**config.mk**
```make
export PLATFORM = sky130hd
export DESIGN_NAME = sdram_pwr_ctl
export DESIGN_NICKNAME = d
export VERILOG_FILES = /design/src/rtl/sdram_pwr_pkg.sv /design/src/rtl/sdram_pwr_ctrl.sv /design/src/rtl/sdram_pwr_dp.sv /design/src/rtl/sdram_pwr_ctl.sv
export SDC_FILE = /design/constraint.sdc
export NUM_CORES = 1
export LEC_CHECK = 0
export ABC_CLOCK_PERIOD_IN_PS = 2250
export BUFFER_PORTS_ARGS = -buffer_cell sky130_fd_sc_hd__buf_4
export CAP_MARGIN = 10
export CORE_MARGIN = 5
export CORE_UTILIZATION = 31
export CTS_CLUSTER_SIZE = 28
export DETAILED_ROUTE_END_ITERATION = 6
export GPL_TIMING_DRIVEN = 0
export PLACE_DENSITY = 0.76
export SLEW_MARGIN = 10
export SYNTH_ARGS = -nofsm -noshare
export SYNTH_HDL_FRONTEND = slang
export SYNTH_SLANG_ARGS = --single-unit
```
**constraint.sdc**
```tcl
create_clock -name clk -period 2.25 [get_ports clk]
set_clock_uncertainty 0.05 [all_clocks]
set_input_delay 0.45 -clock clk [delete_from_list [all_inputs] [get_ports clk]]
set_output_delay 0.45 -clock clk [all_outputs]
set_load 0.01 [all_outputs]
```
**src/rtl/sdram_pwr_pkg.sv**
```systemverilog
package sdram_pwr_pkg;

  typedef enum logic [1:0] {
    CMD_NORMAL = 2'b00,
    CMD_MODE   = 2'b01,
    CMD_PALL   = 2'b10,
    CMD_NOP    = 2'b11
  } sdCmdE;

  // strobes from control to datapath
  typedef struct packed {
    logic wrCtrl;
    logic fireCmd;
  } ctlStrobeT;

  localparam int BIT_FCKE  = 0;
  localparam int BIT_FCLK  = 1;
  localparam int BIT_SREF  = 2;
  localparam int BIT_CSTOP = 5;
  localparam int CMD_LO    = 7;
  localparam int CMD_HI    = 8;

endpackage

```
**src/rtl/sdram_pwr_ctrl.sv**
```systemverilog
module sdram_pwr_ctrl
  import sdram_pwr_pkg::*;
#(
  parameter int ADDR_W = 8,
  parameter logic [ADDR_W-1:0] CTRL_OFFSET = 'h20
) (
  input  logic              regWrEn,
  input  logic [ADDR_W-1:0] regAddr,
  input  logic [1:0]        wrCode,
  input  logic [1:0]        curCode,
  input  logic              srefActive,
  output ctlStrobeT         strobe
);

  logic hitCtrl;
  logic codeMoves;

  assign hitCtrl   = regWrEn && (regAddr == CTRL_OFFSET);
  assign codeMoves = (wrCode != curCode) && (sdCmdE'(wrCode) != CMD_NORMAL);

  always_comb begin
    strobe         = '0;
    strobe.wrCtrl  = hitCtrl;
    strobe.fireCmd = hitCtrl && codeMoves && !srefActive;
  end

endmodule

```
**src/rtl/sdram_pwr_dp.sv**
```systemverilog
module sdram_pwr_dp
  import sdram_pwr_pkg::*;
#(
  parameter int DATA_W = 32,
  parameter int ADDR_W = 8,
  parameter logic [ADDR_W-1:0] CTRL_OFFSET = 'h20,
  parameter logic [ADDR_W-1:0] STAT_OFFSET = 'h24
) (
  input  logic              clk,
  input  logic              rstN,
  input  ctlStrobeT         strobe,
  input  logic [DATA_W-1:0] regWrData,
  input  logic [ADDR_W-1:0] regAddr,
  input  logic              xferBusy,
  input  logic              srefAck,
  output logic [DATA_W-1:0] regRdData,
  output logic              sdCke,
  output logic              sdClkEn,
  output logic              srefReq,
  output logic              srefActive,
  output logic              cmdValid,
  output logic [1:0]        cmdCode
);

  logic       forceCke, forceClk, srefBit, clkStop;
  logic [1:0] cmdField;
  logic       activeQ, validQ;
  logic       gatedOn;
  logic       unusedWr;

  assign unusedWr = ^{regWrData[DATA_W-1:CMD_HI+1], regWrData[6], regWrData[4:3]};

  always_ff @(posedge clk) begin
    if (!rstN) begin
      forceCke <= 1'b0;
      forceClk <= 1'b1;
      srefBit  <= 1'b1;
      clkStop  <= 1'b0;
      cmdField <= CMD_NORMAL;
      activeQ  <= 1'b1;
      validQ   <= 1'b0;
    end else begin
      if (strobe.wrCtrl) begin
        forceCke <= regWrData[BIT_FCKE];
        forceClk <= regWrData[BIT_FCLK];
        srefBit  <= regWrData[BIT_SREF];
        clkStop  <= regWrData[BIT_CSTOP];
        cmdField <= regWrData[CMD_HI:CMD_LO];
      end
      if (srefAck) activeQ <= srefBit;
      validQ <= strobe.fireCmd;
    end
  end

  assign gatedOn    = xferBusy && !activeQ;
  assign sdCke      = forceCke || gatedOn;
  assign sdClkEn    = !clkStop && (forceClk || gatedOn);
  assign srefReq    = srefBit;
  assign srefActive = activeQ;
  assign cmdValid   = validQ;
  assign cmdCode    = cmdField;

  always_comb begin
    regRdData = '0;
    if (regAddr == CTRL_OFFSET) begin
      regRdData[BIT_FCKE]      = forceCke;
      regRdData[BIT_FCLK]      = forceClk;
      regRdData[BIT_SREF]      = srefBit;
      regRdData[BIT_CSTOP]     = clkStop;
      regRdData[CMD_HI:CMD_LO] = cmdField;
    end else if (regAddr == STAT_OFFSET) begin
      regRdData[0] = activeQ;
    end
  end

endmodule

```
**src/rtl/sdram_pwr_ctl.sv**
```systemverilog
module sdram_pwr_ctl
  import sdram_pwr_pkg::*;
#(
  parameter int ADDR_W = 8,
  parameter logic [ADDR_W-1:0] CTRL_OFFSET = 'h20
) (
  input  logic              clk,
  input  logic              rstN,
  input  logic              regWrEn,
  input  logic [ADDR_W-1:0] regAddr,
  input  logic [31:0]       regWrData,
  output logic [31:0]       regRdData,
  input  logic              xferBusy,
  input  logic              srefAck,
  output logic              sdCke,
  output logic              sdClkEn,
  output logic              srefReq,
  output logic              srefActive,
  output logic              cmdValid,
  output logic [1:0]        cmdCode
);

  localparam int DATA_W = 32;
  localparam logic [ADDR_W-1:0] STAT_OFFSET = CTRL_OFFSET + ADDR_W'(4);

  ctlStrobeT strobe;
  logic [1:0] curCode;

  assign curCode = cmdCode;

  sdram_pwr_ctrl #(.ADDR_W(ADDR_W), .CTRL_OFFSET(CTRL_OFFSET)) uCtrl (
    .regWrEn   (regWrEn),
    .regAddr   (regAddr),
    .wrCode    (regWrData[CMD_HI:CMD_LO]),
    .curCode   (curCode),
    .srefActive(srefActive),
    .strobe    (strobe)
  );

  sdram_pwr_dp #(
    .DATA_W(DATA_W), .ADDR_W(ADDR_W),
    .CTRL_OFFSET(CTRL_OFFSET), .STAT_OFFSET(STAT_OFFSET)
  ) uDp (
    .clk       (clk),
    .rstN      (rstN),
    .strobe    (strobe),
    .regWrData (regWrData),
    .regAddr   (regAddr),
    .xferBusy  (xferBusy),
    .srefAck   (srefAck),
    .regRdData (regRdData),
    .sdCke     (sdCke),
    .sdClkEn   (sdClkEn),
    .srefReq   (srefReq),
    .srefActive(srefActive),
    .cmdValid  (cmdValid),
    .cmdCode   (cmdCode)
  );

endmodule

```
==> impl_metrics.csv <==
group,metric,value,unit
placed_design,io_buffers,31,
detailed_routing,drc,0,
setup_path,rrSetupSlack,1270,ps
cells_and_area,fillers,197,
detailed_routing,via_per_inst,3.71,
detailed_routing,drt-met1-wl,560,um
synth,synth_seq_cells,8,
hold_path,hp-class,"in -> reg",
setup_path,cp.arrival,1720,ps
setup_path,cp_max_fo,6,
placed_design,placed_cells,162,
setup_path,worstSetupPathType,"in -> out",
die,ios,84,
timing,fin_crit,2220,ps
cells_and_area,area_growth,69.4,%
timing,whs,346,ps
cts,path_clk_slew,60,ps
cells_and_area,drive_gt1_share,51.1,%
setup_path,rr_startpoint,"uDp.cmdCode[0]",
cells_and_area,layout.nets,188,
detailed_routing,met3_wirelength,259,um
die,core,2000,um^2
setup_path,r2r_end,"uDp.cmdValid",
setup_path,r2r_cells,3,
detailed_routing,vias,623,
detailed_routing,post_drt_wl_per_cell,9.67,um
setup_path,critPathRequiredTime,1750,ps
synth,ys_seq_area_share,24.3,%
die,die_h,56.1,um
cells_and_area,post-route-util,55.7,%
detailed_routing,wl_met2,804,um
cts,cts-buffers-inserted,3,
cells_and_area,layoutNonFillerInstCount,168,
placed_design,gp_congestion,0.700,
detailed_routing,dr.pass1.iters,4,
detailed_routing,drtIter0Drc,5,
cells_and_area,final_cell_area,1110,um^2
global_route,globalRouteTotalUtil,10.3,%
global_route,antenna_found_initial,0,
die,fp.dieArea,3140,um^2
detailed_routing,top_layer,"met3",
detailed_routing,wl,1620,um
cts,clk_latency,250,ps
cells_and_area,mostFrequentLayoutCells,"53 x buf_4, 26 x conb_1, 9 x nand2_1",
hold_path,hp-start,"srefAck",
timing,slew_violations,0,
global_route,grt_pass1_wl,2590,um
placed_design,pre_cts_slack,-443,ps
outcome,outcome,"finished clean",
hold_path,hold_depth,2,
synth,syn_area_per_cell,8.33,um^2
job,max-cap-violations,0,
cts,clockBufferDepth,2,
die,die_w,56.1,um
cts,clockRootBuffer,"clkbuf_4",
hold_path,hold_end,"uDp.srefActive",
global_route,grt_max_degree,11,
global_route,grt_overflow,0,
detailed_routing,final_antenna_net_count,0,
power_and_ir_drop,powerDensity,322,nW/um^2
synth,synth_cell_types,22,
timing,rsz0062_at_grt,"true",
timing,fmax,450,MHz
power_and_ir_drop,ir_worst_vdd,0.210,mV
cts,cts_num_sinks,8,
cells_and_area,antenna_cells,0,
synth,yosys_warnings,0,
setup_path,start_kind,"input pin",
power_and_ir_drop,total_leakage_power,0.000645,uW
synth,syn_inst,79,
timing,post-route-period-util,98.7,%
cts,htreeDepth,1,
synth,syn_area,658,um^2
timing,final_hold_viol_count,0,
timing,layout_setup_ws,28.3,ps
die,initial_core_util,32.9,%
cts,hold_buffers,0,
timing,setup-violations-final,0,
cells_and_area,layout_commonest_cell,"buf_4",
global_route,grt_pass1_vias,584,
setup_path,endpoint_kind,"output port",
placed_design,place_area,1020,um^2
die,rows,16,
cts,cts_tree,"done",
-- where the power goes --
part | internal [uW] | total [uW] | switching, uW
Sequential | 143 | 144 | 0.902
Clock | 61.0 | 109 | 47.9
Combinational | 62.0 | 106 | 44.0
Total | 266 | 359 | 92.8
-- per-stage QoR --
step                      total power [uW]  setup TNS (ps)
after floorplan                        214               0
after global placement                 245           -1970
after detailed placement               246           -2160
after CTS                              363           -74.5
after global routing                   382            -112
final                                  359               0
-- Yosys cell counts --
cell	count	share of area, %
nor3_1	1	0.76
or4b_4	1	2.1
nor2b_1	5	4.8
clkbuf_1	1	0.57
o211ai_1	1	1.1
mux2i_1	7	11
conb_1	1	0.57
inv_1	1	0.57
buf_6	1	1.7
o2111a_1	1	1.7
a21o_1	1	1.1
a21oi_1	1	0.76
nor2_1	1	0.57
and2_1	5	4.8
or3b_2	1	1.3
nand2_1	9	5.1
nand2b_1	3	2.9
dfxtp_1	8	24
buf_4	26	30
a21boi_0	2	2.3
or4_4	1	1.7
nor4_1	1	0.95
-- per-layer routing --
layer / up-vias / global-route usage [%]
met3: 0 / 7.42
li1: 329 / -
met4: 0 / 2.03
met1: 255 / 10.2
met5: - / 0
met2: 39 / 17.5
-- flip-flops by register name (all words and copies together), names as in the netlist --
name            count
uDp.srefReq         1
uDp.forceCke        1
uDp.cmdValid        1
uDp.forceClk        1
uDp.clkStop         1
uDp.srefActive      1
uDp.cmdCode         2
-- final cells by class --
type | instances | area, um^2 | area share (%)
sequential | 8 | 160 | 14.4
tap | 27 | 33.8 | 3.03
inverter | 1 | 3.75 | 0.337
buffer | 28 | 210 | 18.9
clock buffer | 3 | 22.5 | 2.02
timing repair buffer | 34 | 282 | 25.3
multi-input combinational | 67 | 403 | 36.1
-- worst max path at each step --
stage / startpoint / end / slack (ps) / cells past startpoint
2_1_floorplan: regAddr[6] / regRdData[1] / 90 / 3
3_3_place_gp: regAddr[6] / regRdData[2] / -400 / 5
3_5_place_dp: regAddr[6] / regRdData[2] / -440 / 5
4_1_cts: regAddr[0] / regRdData[2] / -20 / 6
5_1_grt: regAddr[6] / regRdData[2] / -30 / 6
6_report: regAddr[6] / regRdData[2] / 30 / 6
-- cell families after synthesis --
kind of cell           Yosys count  share of synthesized area [%]
AND/OR/NAND/NOR                 28                           24.9
buffers and inverters           29                           32.5
AO/OA/AOI/OAI                    6                           7.03
other                            1                          0.570
flip-flops                       8                           24.3
multiplexers                     7                           10.6
-- what timing repair did --
action                                  4_1_cts  5_1_grt
endpoints found under the setup margin        5        5
gates resized for setup                       8        5
pin swaps                                     4        2
gates cloned                                  0        0
setup buffers                                 3        0
-- critical path, cell delays in order --
cell	delay [ps]
buf_6	90
or4_4	550
nor4_4	220
buf_4	180
and2_4	140
buf_6	90
Power figures use the tool's default switching activity.
